### src/rtl/mbx_pkg.sv
package mbx_pkg;
  localparam int unsigned DW        = 32;
  localparam int unsigned AW        = 8;
  localparam int unsigned BUF_WORDS = 4;
  localparam int unsigned BUF_IW    = $clog2(BUF_WORDS);
  localparam int unsigned CODE_W    = 8;
  localparam int unsigned SUB_W     = 4;
  localparam int unsigned LEN_W     = 5;

  localparam logic [AW-1:0] OFF_CMD  = 8'h00;
  localparam logic [AW-1:0] OFF_STS  = 8'h04;
  localparam logic [AW-1:0] OFF_SRC  = 8'h08;
  localparam logic [AW-1:0] OFF_DST  = 8'h0C;
  localparam logic [3:0]    PAGE_OB  = 4'h8;
  localparam logic [3:0]    PAGE_IB  = 4'h9;

  // command word field positions
  localparam int unsigned CMD_CODE_LSB = 0;
  localparam int unsigned CMD_IRQ_BIT  = 8;
  localparam int unsigned CMD_SUB_LSB  = 12;
  localparam int unsigned CMD_LEN_LSB  = 16;

  // status word field positions
  localparam int unsigned STS_BUSY_BIT = 0;
  localparam int unsigned STS_ERR_BIT  = 1;
  localparam int unsigned STS_IRQ_BIT  = 2;
  localparam int unsigned STS_CODE_LSB = 16;

  typedef enum logic [CODE_W-1:0] {
    RES_OK          = 8'd0,
    RES_UNSUPPORTED = 8'd1,
    RES_NOT_SERVED  = 8'd2,
    RES_CANNOT      = 8'd3,
    RES_INVALID     = 8'd4,
    RES_FAILED      = 8'd5,
    RES_SECURITY    = 8'd6,
    RES_UNSIGNED    = 8'd7
  } res_code_e;

  typedef struct packed {
    logic [LEN_W-1:0]  len;
    logic [SUB_W-1:0]  sub;
    logic              irq;
    logic [CODE_W-1:0] code;
  } cmd_t;
endpackage

### src/rtl/mbx_word_buf.sv
module mbx_word_buf #(
  parameter int unsigned NWORDS = 4,
  parameter int unsigned DW     = 32,
  localparam int unsigned IW    = (NWORDS > 1) ? $clog2(NWORDS) : 1
) (
  input  logic          clk_i,
  input  logic          rst_ni,
  input  logic          clr_i,
  input  logic          wa_en_i,
  input  logic [IW-1:0] wa_idx_i,
  input  logic [DW-1:0] wa_data_i,
  input  logic          wb_en_i,
  input  logic [IW-1:0] wb_idx_i,
  input  logic [DW-1:0] wb_data_i,
  input  logic [IW-1:0] ra_idx_i,
  output logic [DW-1:0] ra_data_o,
  input  logic [IW-1:0] rb_idx_i,
  output logic [DW-1:0] rb_data_o
);
  logic [DW-1:0] mem_q [NWORDS];

  for (genvar g = 0; g < NWORDS; g++) begin : g_word
    always_ff @(posedge clk_i or negedge rst_ni) begin
      if (!rst_ni)                                    mem_q[g] <= '0;
      else if (clr_i)                                 mem_q[g] <= '0;
      else if (wa_en_i && wa_idx_i == IW'(g))         mem_q[g] <= wa_data_i;
      else if (wb_en_i && wb_idx_i == IW'(g))         mem_q[g] <= wb_data_i;
    end
  end

  assign ra_data_o = mem_q[ra_idx_i];
  assign rb_data_o = mem_q[rb_idx_i];
endmodule

### src/rtl/mbx_cmd_ctrl.sv
module mbx_cmd_ctrl
  import mbx_pkg::*;
(
  input  logic              clk_i,
  input  logic              rst_ni,
  input  logic              cmd_we_i,
  input  logic              sts_we_i,
  input  logic [DW-1:0]     wdata_i,
  input  logic              done_i,
  input  logic [CODE_W-1:0] err_code_i,
  output logic              accept_o,
  output logic              busy_o,
  output logic              req_o,
  output cmd_t              cmd_o,
  output logic [DW-1:0]     cmd_rd_o,
  output logic [DW-1:0]     sts_rd_o,
  output logic              irq_o
);
  cmd_t              cmd_q;
  logic              busy_q, req_q, err_q, irq_q;
  logic [CODE_W-1:0] code_q;
  logic              finish;
  logic              unused_wbits;

  assign accept_o = cmd_we_i && !busy_q;
  assign finish   = busy_q && done_i;
  assign unused_wbits = ^{wdata_i[DW-1:CMD_LEN_LSB+LEN_W],
                          wdata_i[CMD_SUB_LSB-1:CMD_IRQ_BIT+1],
                          wdata_i[STS_IRQ_BIT-1:0]};

  always_ff @(posedge clk_i or negedge rst_ni) begin
    if (!rst_ni) begin
      cmd_q  <= '0;
      busy_q <= 1'b0;
      req_q  <= 1'b0;
      err_q  <= 1'b0;
      code_q <= '0;
      irq_q  <= 1'b0;
    end else begin
      req_q <= 1'b0;
      if (accept_o) begin
        cmd_q.code <= wdata_i[CMD_CODE_LSB +: CODE_W];
        cmd_q.irq  <= wdata_i[CMD_IRQ_BIT];
        cmd_q.sub  <= wdata_i[CMD_SUB_LSB +: SUB_W];
        cmd_q.len  <= wdata_i[CMD_LEN_LSB +: LEN_W];
        busy_q     <= 1'b1;
        req_q      <= 1'b1;
        err_q      <= 1'b0;
        code_q     <= '0;
      end else if (finish) begin
        busy_q <= 1'b0;
        err_q  <= |err_code_i;
        code_q <= err_code_i;
      end
      // clear first so a same-cycle completion still raises the flag
      if (sts_we_i && wdata_i[STS_IRQ_BIT]) irq_q <= 1'b0;
      if (finish && cmd_q.irq)              irq_q <= 1'b1;
    end
  end

  assign busy_o = busy_q;
  assign req_o  = req_q;
  assign cmd_o  = cmd_q;
  assign irq_o  = irq_q;

  always_comb begin
    cmd_rd_o = '0;
    cmd_rd_o[CMD_CODE_LSB +: CODE_W] = cmd_q.code;
    cmd_rd_o[CMD_IRQ_BIT]            = cmd_q.irq;
    cmd_rd_o[CMD_SUB_LSB +: SUB_W]   = cmd_q.sub;
    cmd_rd_o[CMD_LEN_LSB +: LEN_W]   = cmd_q.len;
    sts_rd_o = '0;
    sts_rd_o[STS_BUSY_BIT]            = busy_q;
    sts_rd_o[STS_ERR_BIT]             = err_q;
    sts_rd_o[STS_IRQ_BIT]             = irq_q;
    sts_rd_o[STS_CODE_LSB +: CODE_W]  = code_q;
  end

  assert_req_single_R3: assert property (@(posedge clk_i) disable iff (!rst_ni)
    req_q |=> !req_q);
  assert_req_with_busy_R4: assert property (@(posedge clk_i) disable iff (!rst_ni)
    req_q |-> busy_q);
  assert_busy_ends_on_done_R4: assert property (@(posedge clk_i) disable iff (!rst_ni)
    $fell(busy_q) |-> $past(done_i));
  assert_ignore_while_busy_R5: assert property (@(posedge clk_i) disable iff (!rst_ni)
    (busy_q && cmd_we_i && !done_i) |=> ($stable(cmd_q) && !req_q));
  assert_err_matches_code_R6: assert property (@(posedge clk_i) disable iff (!rst_ni)
    (err_q == (code_q != '0)));
  assert_irq_only_when_asked_R7: assert property (@(posedge clk_i) disable iff (!rst_ni)
    $rose(irq_q) |-> $past(finish && cmd_q.irq));
  assert_irq_w1c_R8: assert property (@(posedge clk_i) disable iff (!rst_ni)
    (sts_we_i && wdata_i[STS_IRQ_BIT] && !finish) |=> !irq_q);
endmodule

### src/rtl/host_cmd_mailbox.sv
module host_cmd_mailbox
  import mbx_pkg::*;
(
  input  logic                  clk_i,
  input  logic                  rst_ni,
  input  logic                  bus_wr_i,
  input  logic [AW-1:0]         bus_addr_i,
  input  logic [DW-1:0]         bus_wdata_i,
  output logic [DW-1:0]         bus_rdata_o,
  output logic                  svc_req_o,
  output logic [CODE_W-1:0]     svc_code_o,
  output logic [SUB_W-1:0]      svc_sub_o,
  output logic [LEN_W-1:0]      svc_len_o,
  output logic [DW-1:0]         svc_src_ptr_o,
  output logic [DW-1:0]         svc_dst_ptr_o,
  input  logic [BUF_IW-1:0]     ob_raddr_i,
  output logic [DW-1:0]         ob_rdata_o,
  input  logic                  ib_we_i,
  input  logic [BUF_IW-1:0]     ib_waddr_i,
  input  logic [DW-1:0]         ib_wdata_i,
  input  logic                  done_i,
  input  logic [CODE_W-1:0]     err_code_i,
  output logic                  irq_o
);
  logic [AW-1:0]     waddr;
  logic [3:0]        page;
  logic [BUF_IW-1:0] widx;
  logic              cmd_we, sts_we, src_we, dst_we, ob_we;
  logic              accept, busy;
  cmd_t              cmd;
  logic [DW-1:0]     cmd_rd, sts_rd, ob_host_rd, ib_host_rd, ib_unused_rd;
  logic [DW-1:0]     src_q, dst_q;
  logic              unused_addr;

  assign waddr  = {bus_addr_i[AW-1:2], 2'b00};
  assign page   = bus_addr_i[AW-1:AW-4];
  assign widx   = bus_addr_i[2 +: BUF_IW];
  assign unused_addr = ^{bus_addr_i[1:0], ib_unused_rd};

  assign cmd_we = bus_wr_i && waddr == OFF_CMD;
  assign sts_we = bus_wr_i && waddr == OFF_STS;
  assign src_we = bus_wr_i && waddr == OFF_SRC;
  assign dst_we = bus_wr_i && waddr == OFF_DST;
  assign ob_we  = bus_wr_i && page == PAGE_OB;

  always_ff @(posedge clk_i or negedge rst_ni) begin
    if (!rst_ni) begin
      src_q <= '0;
      dst_q <= '0;
    end else begin
      if (src_we) src_q <= bus_wdata_i;
      if (dst_we) dst_q <= bus_wdata_i;
    end
  end

  mbx_cmd_ctrl i_ctrl (
    .clk_i      (clk_i),
    .rst_ni     (rst_ni),
    .cmd_we_i   (cmd_we),
    .sts_we_i   (sts_we),
    .wdata_i    (bus_wdata_i),
    .done_i     (done_i),
    .err_code_i (err_code_i),
    .accept_o   (accept),
    .busy_o     (busy),
    .req_o      (svc_req_o),
    .cmd_o      (cmd),
    .cmd_rd_o   (cmd_rd),
    .sts_rd_o   (sts_rd),
    .irq_o      (irq_o)
  );

  mbx_word_buf #(.NWORDS(BUF_WORDS), .DW(DW)) i_ob_buf (
    .clk_i     (clk_i),
    .rst_ni    (rst_ni),
    .clr_i     (1'b0),
    .wa_en_i   (ob_we),
    .wa_idx_i  (widx),
    .wa_data_i (bus_wdata_i),
    .wb_en_i   (1'b0),
    .wb_idx_i  ('0),
    .wb_data_i ('0),
    .ra_idx_i  (widx),
    .ra_data_o (ob_host_rd),
    .rb_idx_i  (ob_raddr_i),
    .rb_data_o (ob_rdata_o)
  );

  // inbound: controller writes only while a command is in flight
  mbx_word_buf #(.NWORDS(BUF_WORDS), .DW(DW)) i_ib_buf (
    .clk_i     (clk_i),
    .rst_ni    (rst_ni),
    .clr_i     (accept),
    .wa_en_i   (ib_we_i && busy),
    .wa_idx_i  (ib_waddr_i),
    .wa_data_i (ib_wdata_i),
    .wb_en_i   (1'b0),
    .wb_idx_i  ('0),
    .wb_data_i ('0),
    .ra_idx_i  (widx),
    .ra_data_o (ib_host_rd),
    .rb_idx_i  ('0),
    .rb_data_o (ib_unused_rd)
  );

  always_comb begin
    bus_rdata_o = '0;
    if (page == PAGE_OB)       bus_rdata_o = ob_host_rd;
    else if (page == PAGE_IB)  bus_rdata_o = ib_host_rd;
    else begin
      unique case (waddr)
        OFF_CMD: bus_rdata_o = cmd_rd;
        OFF_STS: bus_rdata_o = sts_rd;
        OFF_SRC: bus_rdata_o = src_q;
        OFF_DST: bus_rdata_o = dst_q;
        default: bus_rdata_o = '0;
      endcase
    end
  end

  assign svc_code_o    = cmd.code;
  assign svc_sub_o     = cmd.sub;
  assign svc_len_o     = cmd.len;
  assign svc_src_ptr_o = src_q;
  assign svc_dst_ptr_o = dst_q;

  assert_ib_idle_write_ignored_R9: assert property (@(posedge clk_i) disable iff (!rst_ni)
    (!busy && ib_we_i && !accept) |=> $stable(i_ib_buf.mem_q[0]) || $past(ib_waddr_i) != '0);
  assert_irq_needs_idle_R7: assert property (@(posedge clk_i) disable iff (!rst_ni)
    $rose(irq_o) |-> !busy);
endmodule

### config.mk
export PLATFORM = sky130hd
export DESIGN_NAME = host_cmd_mailbox
export DESIGN_NICKNAME = d
export VERILOG_FILES = /design/src/rtl/mbx_pkg.sv /design/src/rtl/mbx_word_buf.sv /design/src/rtl/mbx_cmd_ctrl.sv /design/src/rtl/host_cmd_mailbox.sv
export SDC_FILE = /design/constraint.sdc
export NUM_CORES = 1
export LEC_CHECK = 0
export BUFFER_PORTS_ARGS = -buffer_cell sky130_fd_sc_hd__clkbuf_2
export CELL_PAD_IN_SITES_DETAIL_PLACEMENT = 2
export CELL_PAD_IN_SITES_GLOBAL_PLACEMENT = 2
export CORE_ASPECT_RATIO = 0.5
export CORE_MARGIN = 2
export CORE_UTILIZATION = 33
export DETAILED_ROUTE_END_ITERATION = 8
export PLACE_DENSITY_LB_ADDON = 0.1
export SETUP_SLACK_MARGIN = 0.05
export SLEW_MARGIN = 30
export SYNTH_ARGS = -nofsm -noshare
export SYNTH_HDL_FRONTEND = slang
export SYNTH_SLANG_ARGS = --single-unit
### constraint.sdc
create_clock -name clk_i -period 3.7 [get_ports clk_i]
set_input_delay 0.37 -clock clk_i [delete_from_list [all_inputs] [get_ports clk_i]]
set_output_delay 0.37 -clock clk_i [all_outputs]
set_load 0.02 [all_outputs]
# Word level (Yosys, flattened, before mapping)
# Index checks and enable logic that the tools add are counted.
# Widths: inputs -> output; s select.
op_classes:
  n_mul: 0
  mux: 29
  eq_ne: 11
  n_reduce_logical: 29
  magnitude_cmp: 2
  shifts: 0
  n_addsub: 0
  n_div: 0
  n_bitwise: 2
ops:
  columns: ["op", "count"]
  rows:
  - ["$mux 32", 16]
  - ["$bmux 32 s2", 3]
  - ["$pmux 32 s4", 1]
  - ["$logic_and 1x1->1", 18]
  - ["$mux 8", 2]
  - ["$eq 6x2->1 const B", 2]
  - ["$reduce_bool 2->1", 6]
  - ["$eq 2x2->1 const B", 4]
  - ["$eq 4x4->1 const B", 2]
  - ["$logic_not 8->1", 1]
  - ["$reduce_or 8->1", 1]
  - ["$mux 1", 7]
  - ["$eq 6x1->1 const B", 1]
  - ["$ge 3x3->1 const B", 2]
  - ["$not 2->3", 2]
  - ["$eq 2x1->1 const B", 2]
  - ["$logic_not 2->1", 2]
  - ["$logic_not 1->1", 1]
totals:
  reg_bits: 350
  input_bits: 89
  out_inout_bits: 147
  word_cells: 92
  ramBits: 0
  latch_bits: 0
  n_memories: 0
  mem_bits_ro: 0

# Logic depth before layout (Yosys ltp)
# Gate-level depths: netlist of run 1.
logic_depth:
  depth_word: 6
  ltp_mapped: 7
  depth_no_buf: 4

# Modules after synthesis
# Synthesis of run 1 repeated with hierarchy kept, for this count alone.
unflattened:
  cells_unflattened: 1958
  hier_area_um2: 21117.8
modules_own_cells:
  columns: ["module", "cells_each", "area_each_um2", "seq_area_each_um2", "n_inst"]
  rows:
  - ["mbx_word_buf", 770, 7848.8, 3203.1, 2]
  - ["host_cmd_mailbox", 291, 3842.4, 1601.5, 1]
  - ["mbx_cmd_ctrl", 127, 1577.8, 750.7, 1]

# Worst setup path after synthesis of run 1
# OpenSTA, ideal clock, no wires.
synth_path:
  path_kind: "input to output"
  from: "in bus_addr_i[3]"
  to: "out bus_rdata_o[10]"
  t_required_ps: 3330
  arrival_ps: 1800
  path_stages: 6
  path_slack_ps: 1530
  path_buffers: 4
  path_cell_list: "buf_2 -> buf_2 -> buf_1 -> nand2_1 -> clkbuf_1 -> o22ai_1"
synth_between:
  elab_chain_cells: 6
  word_cells_on_any_way: 14
  classes_between: "eq/ne (3); mux (9); bitwise (1); reduce/logical (1)"
synth_rtl:
  columns: ["item", "line_no", "rtl"]
  rows:
  - ["start, declared", "host_cmd_mailbox.sv:7", "input logic [AW-1:0] bus_addr_i,"]
  - ["$not 2->3 (implied by the code)", "mbx_word_buf.sv:31", "assign ra_data_o = mem_q[ra_idx_i];"]
  - ["$bmux 32 s2", "mbx_word_buf.sv:31", null]
  - ["$mux 32 (implied by the code) (2 in a row)", "mbx_word_buf.sv:31", null]
  - ["$mux 32", "host_cmd_mailbox.sv:109", "else if (page == PAGE_IB) bus_rdata_o = ib_host_rd;"]
  - ["$mux 32 *", "host_cmd_mailbox.sv:108", "if (page == PAGE_OB) bus_rdata_o = ob_host_rd;"]
  - ["end, declared", "host_cmd_mailbox.sv:9", "output logic [DW-1:0] bus_rdata_o,"]
# Mark *: on every way between the ends. The rest lies on a longest branch, timed or not. The select of a mux whose other input is x is not followed.

# Worst setup path after layout of run 1
layout_path:
  from: "in bus_addr_i[2]"
  to: "out bus_rdata_o[17]"
# The elaborated chain is that of the path after synthesis.

==> results of run 1 <==
==> cell type report <==
class                      instances  area share [%]
inverter                           2          0.0370
clock inverter                    14           0.635
clock buffer                      52            5.45
sequential                       350            43.2
timing repair buffer             286            8.43
tap                              690            4.26
multi-input combinational        961            38.0
==> registers in the layout (all words and copies together) (netlist names) <==
register,flops
i_ib_buf.mem_q,128
i_ob_buf.mem_q,128
svc_dst_ptr_o,32
svc_src_ptr_o,32
i_ctrl.cmd_o,18
i_ctrl.code_q,8
i_ctrl.busy_o,1
i_ctrl.err_q,1
i_ctrl.irq_o,1
i_ctrl.req_o,1
==> placed cells by master (no fill, tap or decap), types with 8 or more instances in the layout <==
cell type	netlist	routed
buf_4	18	43
nand2_1	318	318
a22oi_1	34	34
nor2_1	32	27
o2bb2ai_1	10	10
mux2i_1	74	74
o211ai_1	8	8
buf_12	0	10
mux4_2	72	72
clkinv_2	0	9
clkbuf_16	0	39
o21ai_0	10	10
clkbuf_8	0	8
o22ai_1	22	22
a21oi_1	128	128
mux2_2	220	220
dfrtp_1	350	350
clkbuf_2	0	230
==> how the worst max path moves through the flow <==
stage	slack [ns]	cells past startpoint	endpoint	startpoint
CTS	0.91	8	bus_rdata_o[17]	bus_addr_i[2]
global placement	0.91	8	bus_rdata_o[17]	bus_addr_i[2]
global route	0.80	8	bus_rdata_o[17]	bus_addr_i[2]
finish	0.90	8	bus_rdata_o[17]	bus_addr_i[2]
detailed placement	0.88	7	i_ob_buf.mem_q[68]	bus_addr_i[2]
floorplan	1.53	6	bus_rdata_o[10]	bus_addr_i[3]
==> critical path, delay by kind of cell <==
kind | cells | cell delay (ns)
buffers and inverters | 4 | 1.10
AND/OR/NAND/NOR | 2 | 0.66
AO/OA/AOI/OAI | 2 | 0.27
==> power groups by stage <==
| stage | clock, mW | combinational [mW] | sequential, mW |
|---|---|---|---|
| detailed placement | 0 | 1.67 | 4.59 |
| global placement | 0 | 1.61 | 4.54 |
| finish | 3.86 | 1.65 | 4.52 |
| floorplan | 0 | 0.929 | 4.59 |
| global route | 4.15 | 1.78 | 4.58 |
| CTS | 3.98 | 1.68 | 4.52 |
==> routing by layer <==
layer | wire length [um] | track usage, %
met3 | 3380 | 5.66
met4 | 1650 | 6.69
met5 | 0 | 0
met1 | 27900 | 31.2
met2 | 29600 | 38.8
==> kinds of logic (layout without fill, tap and decap cells) <==
logic type,after synthesis,count (layout),share of synthesized area [%]
and+or+nand+nor,374,374,8.82
muxes,370,370,28.7
DFF,350,350,51.4
AOI/OAI and AO/OA,217,217,7.48
buffers and inverters,129,354,3.59
==> per-stage QoR <==
step                      power, mW  worst slack [ns]  hold slack [ns]  std cells
after global routing           10.5             0.799           0.0795       2355
after detailed placement       6.26             0.883            0.365       2288
after floorplan                5.52              1.53           0.0744       1440
final                          10.0             0.903           0.0858       2355
after CTS                      10.2             0.907           0.0546       2355
after global placement         6.15             0.908            0.353       2288
==> timing repair <==
action,4_1_cts,5_1_grt
hold endpoints to repair,62,0
hold buffers,1,0
buffers inserted,0,0
==> reports/qor.yml, run 1 <==
sta:
  finalHoldViolCount: 0
  rsz0062_at_grt: "false"
  skew_ns: 0.00792
  worstMarginPinSlew_ns: 0.884
  setup_viol: 0
  fmax_mhz: 357
  tns_ns: 0
  relSlewSlack_pct: 41.1
  finalCritPeriodShare_pct: 75.6
  finalWorstPathRequiredPeriod_ns: 2.80
  slew_viol_final: 0
synthesis:
  yosysSeqAreaShare_pct: 51.4
  synth_ff_type: "dfrtp_1"
  synth.top_cells.by_count: "350 x dfrtp_1, 318 x nand2_1, 220 x mux2_2, 128 x a21oi_1, 74 x mux2i_1"
  synthArstFlopShare_pct: 100
  synthTopCellsByArea: "dfrtp_1 51%, mux2_2 15%, mux4_2 9.5%"
  synth_fp_nets: 1529
  synthCells: 1440
  synth_most_common_cell: "dfrtp_1"
  syn_area_sq_um: 17000
  synth.distinct_cells: 33
  synth_area_per_cell_sq_um: 11.8
  synth_largest_area_cell: "dfrtp_1"
  synth_warnings: 0
  yosysTopAreaCellShare_pct: 51.4
  synth_edf_count: 0
  synth_seq_cells: 350
power_and_ir_drop:
  combPwrFrac_pct: 16.5
  seqPwrFrac_pct: 45.1
  p_leak_nw: 9.50
  p_switching_mw: 2.86
  powerDensity_nw_per_um2: 495
  p_sw_share_pct: 28.5
  irDropWorstVdd_v: 0.000265
  p_int_mw: 7.17
  clkPwrFrac_pct: 38.4
critical_path:
  setup.worst_path.class: "input pin to primary output"
  reg2reg_depth: 4
  path_common_cell: "buf_4"
  cp_slowest_cell: "nor2b_2"
  cp-start-kind: "input pin"
  end_kind: "primary output"
  rrSetupSlack_ns: 1.48
  rr_startpoint: "i_ctrl.busy_o"
  slowest_delay_ns: 0.56
  cp_cell_sequence: "buf_4, nor2b_2, buf_4, buf_4, a22oi_1, o211ai_1, nand2_1, clkbuf_2"
  cp.arrival_ns: 2.43
  crit_required_ns: 3.33
  cp_max_fo: 27
  r2r-end: "i_ib_buf.mem_q[87]"
flow_run:
  drv_cap: 0
route:
  drc: 0
  drt_wl_total_um: 62500
  dr_total_vias: 12621
  drt-initial-drc-count: 621
  first_pass_iters: 4
  drt-wirelength-per-cell_um: 26.6
  drtAntennaViolNets: 0
  viasPerCell: 5.36
floorplanning:
  initial_core_util_pct: 33.7
  io_pins: 236
  die_y_um: 165
  fp-row-count: 58
  dieArea_sq_um: 53600
  core_region_area_sq_um: 50600
  die_x_um: 325
clock_tree:
  insertion_delay_ns: 0.54
  cts_tree: "done"
  cts_resized: 0
  numCtsBuffers: 37
  cts.sinks: 350
  cts_root_buf: "clkbuf_16"
  cts_buffer_depth: 3
  clk_pin_slew_ns: 0.06
  htreeDepth: 2
final_layout:
  drive_above_1_share_pct: 39.2
  area_growth_pct: 19.1
  regArea_sq_um: 8760
  multi_input_area_sq_um: 7710
  finish.utilization_pct: 40.1
  layout.nets: 1727
  final_area_sq_um: 20300
  diodes: 0
  nFillCells: 5273
placement:
  place.gp.congestion: 0.810
  portBuffers: 233
  place_hpwl_um: 41900
  placed_cell_area_sq_um: 19000
outcome:
  outcome: "complete, no violations"
global_routing:
  grt_pass1_wl_um: 93900
  grt_max_degree: 113
  antenna_found_initial: 1
  grt_overflow_total: 0
  grt_usage_pct: 23.6
  grt_pass1_vias: 14343
hold_path:
  hold_path_end: "i_ctrl.code_q[2]"
  hold_path.class: "input pin to flip-flop"
  worstHoldStart: "err_code_i[2]"
  hold_depth: 3
Power figures use the tool's default switching activity.
==> run 2, diff against run 1 <==
==> constraint.sdc (replaced) <==
create_clock -name clk_i -period 2.8 [get_ports clk_i]
set_input_delay 0.28 -clock clk_i [delete_from_list [all_inputs] [get_ports clk_i]]
set_output_delay 0.28 -clock clk_i [all_outputs]
set_load 0.02 [all_outputs]
==> run 2 against run 1 <==
  * Sequential share of layout area decreased by 0.73 points
  * Core utilization increased by 0.69 points
  * Worst setup slack got worse by 0.59 ns
  * Flip-flop and latch count unchanged
  * Clock skew increased by 0.00087 ns
  * Critical endpoint is now bus_rdata_o[23]
  * Largest cell class unchanged
  * Clock-buffer cell count increased by 10
  * Sequential power increased by 32%
  * Critical path depth decreased by 2
  * Routed wire length increased by 0.14%
  * Combinational power increased by 35%
  * Clock power increased by 40%
  * Worst hold slack got worse by 0.070 ns
==> reports/qor.yml, run 2 (synthesis results as in run 1) <==
final_layout:
  layout_common_cells: "350 x dfrtp_1, 318 x nand2_1, 230 x clkbuf_2"
  nFillCells: 5221  # -0.99%
  layout.nets: 1751  # +1.4%
  drive_above_1_share_pct: 39.1  # about the same
  final_cells: 2383  # +1.2%
  area_growth_pct: 21.1
  reg_top3: "i_ib_buf.mem_q: 128 flops, i_ob_buf.mem_q: 128 flops"
  mostFrequentLayoutCell: "dfrtp_1"
critical_path:
  slowest_delay_ns: 0.59  # +0.03 ns
  path_common_cell: "a22oi_1"
  setup.worst_path.class: "input pin to primary output"
  cp_max_fo: 21  # -22%
  rrSetupSlack_ns: 0.84  # -0.64 ns
  crit_buf_inv: 2  # -2
  end_kind: "primary output"
  crit_family: "simple AND/OR/NAND/NOR gates"
  cp-start-kind: "input pin"
  cp_cell_sequence: "buf_4, nor2b_2, a22oi_1, a22oi_1, nor2_1, clkbuf_2"
  cp.arrival_ns: 2.21  # -0.22 ns
  cp_slowest_cell: "nor2b_2"
  crit_required_ns: 2.52  # -0.81 ns
route:
  drt-initial-drc-count: 740  # +19%
  drc: 0  # unchanged
  drtAntennaViolNets: 0  # unchanged
  drt-wirelength-per-cell_um: 26.3  # -1.0%
  viasPerCell: 5.32  # -0.74%
  drt_wl_total_um: 62600  # +0.14%
  dr_total_vias: 12676  # +0.44%
  first_pass_iters: 5  # +1
sta:
  relSlewSlack_pct: 47.9  # +6.9 points
  fmax_mhz: 401
  rsz0062_at_grt: "false"
  tns_ns: 0  # unchanged
  finalWorstPathRequiredPeriod_ns: 2.49
  setup_viol: 0  # unchanged
  finalCritPeriodShare_pct: 89.0
  finalHoldViolCount: 0  # unchanged
  skew_ns: 0.00878  # +0.000867 ns
  worstMarginPinSlew_ns: 0.759  # -0.125 ns
  slew_viol_final: 0  # unchanged
clock_tree:
  cts.sinks: 350  # unchanged
  numCtsBuffers: 38  # +2.7%
  cts_tree: "done"
  insertion_delay_ns: 0.54  # about the same
  postCtsSetupBuffers: 0  # unchanged
  cts_root_buf: "clkbuf_16"
  cts_resized: 0  # unchanged
  htreeDepth: 2  # unchanged
  clk_pin_slew_ns: 0.06  # about the same
  cts-hold-fix-buffers: 12  # +11
  cts_buffer_depth: 3  # unchanged
global_routing:
  antenna_found_initial: 5  # +4
  grt_max_degree: 100  # -12%
  grt_overflow_total: 0  # unchanged
  grt_pass1_vias: 14271  # -0.50%
  grt_usage_pct: 23.7  # +0.087 points
  grt_pass1_wl_um: 94500  # +0.68%
power_and_ir_drop:
  p_leak_nw: 9.65  # +1.6%
  fin_total_pwr_mw: 13.6  # +35%
  irDropWorstVdd_v: 0.000398  # +50%
  powerDensity_nw_per_um2: 659  # +33%
floorplanning:
  die_y_um: 165  # unchanged
  fp-row-count: 58  # unchanged
  die_x_um: 325  # unchanged
  io_pins: 236  # unchanged
  core_region_area_sq_um: 50600  # unchanged
  dieArea_sq_um: 53600  # unchanged
  initial_core_util_pct: 33.7  # unchanged
outcome:
  outcome: "complete, no violations"
placement:
  portBuffers: 233  # unchanged
  place_hpwl_um: 43500  # +4.0%
  dp_cells: 2300  # +0.52%
  place.gp.congestion: 0.813  # +0.38%
flow_run:
  drv_cap: 0  # unchanged
hold_path:
  hold_path.class: "input pin to flip-flop"
-- run 2: cell count changes in the layout (fill, tap and decap cells not counted), moves of 3 or more --
cell           delta
buf_12            +4
buf_4             +8
clkbuf_1          +3
clkbuf_8          +5
clkinv_2          -6
dlygate4sd3_1    +11
-- run 2: final cells by class --
class	instances	area, sq um	share of cell area, %
clock buffer	62	1230	5.99
clock inverter	7	92.6	0.449
tap	690	863	4.18
sequential	350	8760	42.5
antenna	2	5.00	0.0243
multi-input combinational	961	7710	37.4
inverter	2	7.51	0.0364
timing repair buffer	309	1960	9.50
-- run 2: power breakdown --
| part | total, mW | internal (mW) | switching [mW] |
|---|---|---|---|
| logic | 2.22 | 0.979 | 1.24 |
| registers | 5.97 | 5.57 | 0.395 |
| clock network | 5.40 | 3.20 | 2.19 |
| total | 13.6 | 9.76 | 3.83 |
-- run 2: layer usage --
metal,part of all wire (%),vias up,track usage (%)
li1,-,5547,-
met1,46,6821,32.5
met2,47,222,39.0
met3,4.2,84,4.30
met4,2.1,2,5.64
met5,0.021,-,0
-- run 2: worst register-to-register path, stage by stage (launching register included) --
cell	delay [ns]
dfrtp_1	0.55
nand2_1	0.20
or3_1	0.63
buf_12	0.29
nand2_1	0.09
a21oi_1	0.07
-- run 2: metrics by stage --
step	utilization [%]	worst slack (ns)	hold WS, ns	instance area [sq um]
floorplan	-	0.810	-0.0156	17000
global placement	37.9	0.307	0.249	19200
detailed placement	37.9	0.205	0.256	19200
CTS	40.8	0.273	0.00233	20600
global route	40.8	0.184	0.0171	20600
finish	40.8	0.309	0.0159	20600
-- run 2: path summary, 6_finish.rpt --
| check | start | to | depth (start not counted) |
|---|---|---|---|
| setup / recovery | bus_addr_i[2] | bus_rdata_o[23] | 6 |
| hold / removal | err_code_i[7] | i_ctrl.code_q[7] | 3 |
| setup reg to reg | i_ctrl.busy_o | i_ib_buf.mem_q[38] | 5 |
| hold reg to reg | i_ib_buf.mem_q[54] | i_ib_buf.mem_q[54] | 2 |
| max in group asynchronous | rst_ni | i_ob_buf.mem_q[83] | 3 |
| min in group asynchronous | rst_ni | i_ib_buf.mem_q[15] | 2 |
